`config.mk`:
```
export PLATFORM = sky130hd
export DESIGN_NAME = brk_trig_unit
export DESIGN_NICKNAME = d
export VERILOG_FILES = /design/src/rtl/brk_pkg.sv /design/src/rtl/brk_cfg_reg.sv /design/src/rtl/brk_pulse_gen.sv /design/src/rtl/brk_irq_ctl.sv /design/src/rtl/brk_trig_unit.sv
export SDC_FILE = /design/constraint.sdc
export NUM_CORES = 1
export LEC_CHECK = 0
export ABC_AREA = 1
export BUFFER_PORTS_ARGS = -buffer_cell sky130_fd_sc_hd__buf_2
export CELL_PAD_IN_SITES_DETAIL_PLACEMENT = 1
export CELL_PAD_IN_SITES_GLOBAL_PLACEMENT = 2
export CORE_MARGIN = 10
export CORE_UTILIZATION = 23
export DETAILED_ROUTE_END_ITERATION = 10
export PLACE_DENSITY_LB_ADDON = 0.1
export SLEW_MARGIN = 20
export SYNTH_ARGS = -nofsm -noshare
export SYNTH_HDL_FRONTEND = slang
export SYNTH_SLANG_ARGS = --single-unit
```
`constraint.sdc`:
```
create_clock -name clk -period 1.2 [get_ports clk]
set_clock_uncertainty 0.05 [all_clocks]
set_input_delay 0.06 -clock clk [delete_from_list [all_inputs] [get_ports clk]]
set_output_delay 0.06 -clock clk [all_outputs]
set_load 0.01 [all_outputs]
```
`src/rtl/brk_pkg.sv`:
```
package brk_pkg;
  localparam int CKS_W = 2;
  localparam int CNT_W = 5;

  typedef enum logic [1:0] {
    BUS_FETCH = 2'b00,
    BUS_DATA  = 2'b01,
    BUS_DMA   = 2'b10,
    BUS_RSVD  = 2'b11
  } bus_kind_e;

  // Pulse width in clocks for a width code.
  function automatic logic [CNT_W-1:0] cks_width(input logic [CKS_W-1:0] cks);
    logic [CNT_W-1:0] w;
    case (cks)
      2'b00:   w = CNT_W'(1);
      2'b01:   w = CNT_W'(4);
      2'b10:   w = CNT_W'(8);
      default: w = CNT_W'(16);
    endcase
    return w;
  endfunction

  // Whether a match may raise the break interrupt.
  function automatic logic irq_qualifies(input logic [1:0] kind, input logic spec,
                                         input logic dis);
    return !dis && !((kind == BUS_FETCH) && spec);
  endfunction
endpackage

```
`src/rtl/brk_cfg_reg.sv`:
```
module brk_cfg_reg
  import brk_pkg::*;
(
  input  logic             clk,
  input  logic             rst_n,
  input  logic             en,
  input  logic             we,
  input  logic [CKS_W:0]   wdata,
  output logic [CKS_W-1:0] cks,
  output logic             int_dis
);
  always_ff @(posedge clk or negedge rst_n) begin
    if (!rst_n) begin
      cks     <= '0;
      int_dis <= 1'b0;
    end else if (en && we) begin
      cks     <= wdata[CKS_W-1:0];
      int_dis <= wdata[CKS_W];
    end
  end

  // the register is frozen while the block is in standby
  p_cfg_frozen_r7: assert property (@(posedge clk) disable iff (!rst_n)
    !en |=> ($stable(cks) && $stable(int_dis)));
endmodule

```
`src/rtl/brk_pulse_gen.sv`:
```
module brk_pulse_gen
  import brk_pkg::*;
(
  input  logic             clk,
  input  logic             rst_n,
  input  logic             en,
  input  logic             hit,
  input  logic [CNT_W-1:0] width,
  output logic             trig_n
);
  localparam logic [CNT_W-1:0] MAX_W = CNT_W'(16);

  logic [CNT_W-1:0] cnt;
  logic             pulse_on;

  always_ff @(posedge clk or negedge rst_n) begin
    if (!rst_n)            cnt <= '0;
    else if (!en)          cnt <= '0;
    else if (hit)          cnt <= width;
    else if (cnt != '0)    cnt <= cnt - 1'b1;
  end

  assign pulse_on = en && (cnt != '0);
  assign trig_n   = !pulse_on;

  // a match drives the pin low in the next cycle
  p_low_after_hit_r1: assert property (@(posedge clk) disable iff (!rst_n)
    (en && hit) |=> (!trig_n || !en));
  // the pulse ends once the last counted cycle has passed
  p_pulse_ends_r1: assert property (@(posedge clk) disable iff (!rst_n)
    (en && !hit && cnt == CNT_W'(1)) |=> trig_n);
  // the counter never exceeds the widest code
  always_comb begin
    if (rst_n) p_cnt_bound_r2: assert (cnt <= MAX_W);
  end
endmodule

```
`src/rtl/brk_irq_ctl.sv`:
```
module brk_irq_ctl (
  input  logic clk,
  input  logic rst_n,
  input  logic en,
  input  logic set,
  input  logic ack,
  output logic req
);
  logic req_q;

  always_ff @(posedge clk or negedge rst_n) begin
    if (!rst_n)      req_q <= 1'b0;
    else if (!en)    req_q <= 1'b0;
    else if (set)    req_q <= 1'b1;
    else if (ack)    req_q <= 1'b0;
  end

  assign req = req_q && en;

  // an acknowledge without a new match clears the request
  p_ack_clears_r6: assert property (@(posedge clk) disable iff (!rst_n)
    (en && ack && !set) |=> !req_q);
  // a new match wins over a simultaneous acknowledge
  p_set_wins_r6: assert property (@(posedge clk) disable iff (!rst_n)
    (en && set) |=> req_q);
  // without an acknowledge, a raised request is held
  p_req_held_r6: assert property (@(posedge clk) disable iff (!rst_n)
    (en && req_q && !ack) |=> (req_q || !en));
endmodule

```
`src/rtl/brk_trig_unit.sv`:
```
module brk_trig_unit
  import brk_pkg::*;
#(
  parameter int CFG_W = CKS_W + 1
) (
  input  logic             clk,
  input  logic             rst_n,
  input  logic             stby,
  input  logic             cfg_we,
  input  logic [CFG_W-1:0] cfg_wdata,
  input  logic             match_valid,
  input  logic [1:0]       match_kind,
  input  logic             fetch_spec,
  input  logic             int_ack,
  output logic             trig_n,
  output logic             brk_req
);
  logic             run_en;
  logic [CKS_W-1:0] cks;
  logic             int_dis;
  logic [CNT_W-1:0] pulse_width;
  logic             trig_hit;
  logic             irq_set;

  assign run_en      = !stby;
  assign pulse_width = cks_width(cks);
  assign trig_hit    = match_valid;
  assign irq_set     = match_valid && irq_qualifies(match_kind, fetch_spec, int_dis);

  brk_cfg_reg u_cfg (
    .clk    (clk),
    .rst_n  (rst_n),
    .en     (run_en),
    .we     (cfg_we),
    .wdata  (cfg_wdata),
    .cks    (cks),
    .int_dis(int_dis)
  );

  brk_pulse_gen u_pulse (
    .clk   (clk),
    .rst_n (rst_n),
    .en    (run_en),
    .hit   (trig_hit),
    .width (pulse_width),
    .trig_n(trig_n)
  );

  brk_irq_ctl u_irq (
    .clk  (clk),
    .rst_n(rst_n),
    .en   (run_en),
    .set  (irq_set),
    .ack  (int_ack),
    .req  (brk_req)
  );

  // a speculative or branch-target fetch match never raises the request
  p_spec_fetch_noirq_r3: assert property (@(posedge clk) disable iff (!rst_n)
    (!stby && !brk_req && match_valid && match_kind == BUS_FETCH && fetch_spec)
      |=> !brk_req);
  // enabled data, DMA and ordinary fetch matches raise the request
  p_match_irq_r4: assert property (@(posedge clk) disable iff (!rst_n)
    (!stby && !int_dis && match_valid && !(match_kind == BUS_FETCH && fetch_spec))
      |=> (brk_req || stby));
  // with the disable bit set, the request cannot rise
  p_dis_noirq_r5: assert property (@(posedge clk) disable iff (!rst_n)
    (!brk_req && int_dis) |=> !brk_req);
  // standby keeps both outputs idle
  p_standby_idle_r7: assert property (@(posedge clk) disable iff (!rst_n)
    stby |-> (trig_n && !brk_req));
endmodule

```
==> After elaboration in Yosys (flattened, before gate mapping) <==
Cells that the tools add are included.
{ "totals": {"ff_bits": 9, "latch_bits": 0, "ramBits": 0, "mem_bits_ro": 0, "in_bits": 12, "elab_cells": 29, "mem_count": 0} }
{ "classes": {"n_addsub": 1, "mul": 0, "div_mod_pow": 0, "order_cmp": 0, "n_eq_ne": 2, "n_shift": 0, "n_mux": 7, "bitwise_logic": 0, "reduce_logical": 15} }
{ "op_table": {"columns": ["op", "count"], "rows": [
  ["$mux W5", 3],
  ["$pmux W5 S3", 1],
  ["$logic_and A1 B1 Y1", 6],
  ["$reduce_bool A3 Y1", 2],
  ["$reduce_bool A5 Y1", 1],
  ["$sub A5 B1 Y5 const B", 1],
  ["$logic_not A1 Y1", 4],
  ["$logic_not A2 Y1", 2],
  ["$mux W1", 3],
  ["$eq A2 B1 Y1 const B", 1],
  ["$eq A2 B2 Y1 const B", 1]
]} }

==> Logic depth before layout (Yosys ltp) <==
{ "logic_depth": {"ltp_word": 7, "mapped_depth": 7} }

==> Modules after synthesis <==
Synthesis repeated with hierarchy kept, for this count alone.
{ "unflattened": {"hier_cells": 80, "hier_area_um2": 568.0} }
{ "modules_own_cells": {"columns": ["module", "instances", "cells_per_inst", "area_each_um2", "seq_area_each_um2"], "rows": [
  ["brk_pulse_gen", 1, 47, 350.3, 125.1],
  ["brk_cfg_reg", 1, 13, 118.9, 75.1],
  ["brk_trig_unit", 1, 13, 50.0, 0.0],
  ["brk_irq_ctl", 1, 7, 48.8, 25.0]
]} }

==> Worst setup path before layout <==
No wires, ideal clock.
{ "synth_path": {"path_type": "flip-flop to flip-flop", "startpoint": "register u_pulse.cnt[0]", "endpoint": "register u_pulse.cnt[2]", "setup_time_ns": 0.114, "arrival_ns": 1.090, "required_ns": 1.036, "path_slack_ns": -0.054, "path_stages_with_launch": 8, "period_less_slack_ns": 1.254, "cell_sequence": "dfrtp_1 -> inv_1 -> ha_1 -> or2_2 -> nand3_1 -> nand2_1 -> nand2_1 -> inv_1"} }
{ "synth_between": {"elab_chain_len": 4} }
{ "synth_rtl": {"columns": ["element", "line_no", "text"], "rows": [
  ["start, declared", "brk_pulse_gen.sv:13", "logic [CNT_W-1:0] cnt;"],
  ["start signal, assigned", "brk_pulse_gen.sv:19", "else if (hit) cnt <= width;"],
  ["start signal, assigned", "brk_pulse_gen.sv:20", "else if (cnt != '0) cnt <= cnt - 1'b1;"],
  ["$sub A5 B1 Y5", "brk_pulse_gen.sv:20", null],
  ["$mux W5", "brk_pulse_gen.sv:20", null],
  ["$mux W5", "brk_pulse_gen.sv:19", null],
  ["$mux W5", "brk_pulse_gen.sv:18", "else if (!en) cnt <= '0;"]
]} }
Parallel ways exist; a longest one is shown, timed or not. The select of a mux whose other input is x is not followed.
A chain may end at the register's enable or synchronous reset.

==> Final worst setup path <==
{ "layout_path": {"startpoint": "register u_pulse.cnt[0]", "endpoint": "register u_pulse.cnt[0]"} }
Same word-level chain as after synthesis.

==> impl_results.md <==
- Gr usage total: 8.68%
- I/O pin total: 14
- DR WL/cell: 12.8 µm
- Die W: 67.4 µm
- Total gr overflow: 0
- Layout Nets: 118
- Antenna diodes: 0
- DRC errors left: 0
- RSZ-0062 raised after global routing: true
- Netlist cell types: 17
- R2R cell count: 7
- DRT Pass-1 Iters: 2
- Start point of the worst hold path: cfg_wdata[1]
- Area share of the largest cell type after synthesis: 43.6%
- Actual slew at the worst max-slew pin: 230 ps
- Synth area leaders: dfrtp_1, nand2_1, nand3_1
- Fmax: 0.763 GHz
- Max-cap violations: 0
- Critical path fanouts, max: 3
- Vias/cell: 4.29
- CP Launch Type: flop
- Final-layout fill cell count: 283
- Power per Cell Area: 1310 nW/µm²
- R2R Path Start: u_pulse.cnt[0]
- Hold/Removal Path Class: input pin to flop
- Final setup margin: -111 ps
- Fin crit share: 109%
- Maximum vdd drop: 436 µV
- Slew HR: 84.7%
- Crit-path cells: inv_2, ha_4, buf_6, buf_6, nand4_1, nand2_1, nand2_1
- Hold worst-path end: u_cfg.cks[1]
- Post-DP HPWL: 1.22 mm
- Slowest-stage cell, CP: dfrtp_1
- Vias in the first global route: 657
- Synth Area in Adders: 2.42%
- Die area: 4540 µm²
- Cell count after placement: 119
- Post-route antenna net violation count: 0
- CP max stage delay: 390 ps
- Final Hold Vio Count: 0
- Area Growth Syn to Fin: 55.9%
- Max Root-Sink Buffers: 2
- Count leader, synth: nand2_1
- Synth Area in Compound Gates: 5.33%
- Setup crit end kind: flop
- Gate Count Post-Synth: 73
- Chip Height: 67.4 µm
- # rows: 17
- Tot Pwr: 1.05 mW
- Failing checks: negative setup slack
- Final wirelength: 1.69 mm
- Initial Utilization: 23.8%
- Number of flops mapped to enable cells by yosys: 0
- Largest family of logic cells by synthesized area: simple AND/OR/NAND/NOR gates
- Synthesized net count: 86
- Placer congestion estimate: 0.662
- Layout cells sized above 1: 34.6%
- Clock sink count: 9
- Status: finished with violations
- Worst reg2reg path endpoint: u_pulse.cnt[0]
- Final core occ: 37.1%
- Synth Flop Type: dfrtp_1
- Layout Cells excl Fill: 132
- Syn_area_per_cell: 7.08 µm²
- DR vias: 566
- Clock-pin slew on the worst setup and hold paths: 60 ps
- Post-synthesis xor/xnor area fraction: 0%
- First-pass GRT wire length: 2.96 mm
- Worst path bufs/invs: 3
- FFs w/ async S/R, synth: 100%
- CTS root buffer: clkbuf_4
- Yosys reg bits: 9
- Synth Warn #: 0
- Sequential share of the synthesized area: 43.6%
- Req. time, crit path: 1300 ps
- Leading area contributor after synthesis: dfrtp_1
- Largest net degree at the start of global routing: 10
- Most frequent cells after synthesis: nand2_1, inv_1, nand3_1, dfrtp_1, nor2_1
- Num CTS Buffers: 3
- Crit path kind: flop to flop
- H-Tree Depth: 1
- Leak Pwr: 0.436 nW
- Multiplexer share of the synthesized area: 0%
- Post-Synth Simple-Gate Area: 39.2%
- Initial antenna violation count: 0
- Max Slew Vio Count: 0
- Pre-CTS WS: -56.5 ps
- Critical Path AT: 1410 ps
- CTS tree: yes
- Worst R2R Setup Slack: -110 ps
- Clk_lat worst skew: 260 ps
- Total core area: 2170 µm²
- Setup-failing EPs final: 6
- Crit path max-delay family: flip-flops
- Hold depth: 3
- Period minus WS final: 1310 ps
- Port Buffers: 13
- First DRT Iteration DRCs: 6
- Post-Syn Area: 517 µm²
==> power breakdown <==
part	switching (mW)	leakage, nW	total (mW)	internal, mW
clock	0.112	0.0150	0.241	0.128
combinational	0.213	0.308	0.433	0.221
sequential	0.0344	0.113	0.379	0.345
total	0.359	0.436	1.05	0.694
==> cell usage in the layout (no fill, tap or decap), drive strengths merged <==
cell	n
nand2	23
buf	22
inv	13
nand3	10
dfrtp	9
nor2	9
dlygate4sd3	5
clkbuf	4
a21oi	2
o21ai	2
o31ai	1
nand4	1
or2	1
nand3b	1
ha	1
==> tightest hold or removal path, delay by kind of cell <==
family / cells / cell delay (ps)
AO/OA/AOI/OAI: 1 / 100
buffers and inverters: 1 / 70
AND/OR/NAND/NOR: 1 / 30
==> metrics by stage <==
step                      instance area [µm²]  setup TNS [ps]  hold WS, ps
after global placement                    657           -97.9         -113
after floorplan                           519               0         -286
final                                     806            -490         5.43
after CTS                                 791            -471         6.15
after global routing                      806            -972         16.2
after detailed placement                  657            -197         -112
==> worst max path at each step <==
stage,end,cells past startpoint,startpoint
final,u_pulse.cnt[0],7,u_pulse.cnt[0]
after detailed placement,u_pulse.cnt[0],6,u_pulse.cnt[1]
after floorplan,u_pulse.cnt[2],7,u_pulse.cnt[0]
after global routing,u_pulse.cnt[0],7,u_pulse.cnt[0]
after global placement,u_pulse.cnt[0],6,u_pulse.cnt[0]
after CTS,u_pulse.cnt[0],7,u_pulse.cnt[0]
==> layout make-up <==
cell class                      count  area [µm²]  share of cell area (%)
Tap cell                           28        35.0                    4.35
Inverter                           13        48.8                    6.06
Clock buffer                        4        26.3                    3.26
Multi-Input combinational cell     51         280                    34.8
Sequential cell                     9         225                    28.0
Timing Repair Buffer               27         190                    23.6
==> state kept, by name (all words and copies together) (netlist names) <==
name           flops
u_irq.req_q        1
u_cfg.cks          2
u_cfg.int_dis      1
u_pulse.cnt        5
==> kinds of logic after synthesis <==
family | count (synthesis)
adders and majority gates | 1
DFF | 9
and+or+nand+nor | 45
buffers and inverters | 13
AOI/OAI and AO/OA | 5
==> layer usage <==
metal	share of wire, %	global-route usage, %	vias to the layer above	wire length (µm)
met5	0	0	-	0
met3	3.4	2.48	4	58
met2	56	15.8	9	943
met4	2.0	4.62	0	33
li1	-	-	289	-
met1	39	8.80	264	656
==> what timing repair did <==
action | CTS | global route
hold endpoints to repair | 12 | 0
pin swaps | 5 | 1
gates resized for setup | 9 | 0
setup endpoints to repair | 6 | 6
setup buffers | 3 | 2
hold buffers | 5 | 0
Note: power is estimated with default switching activity, not from simulation.
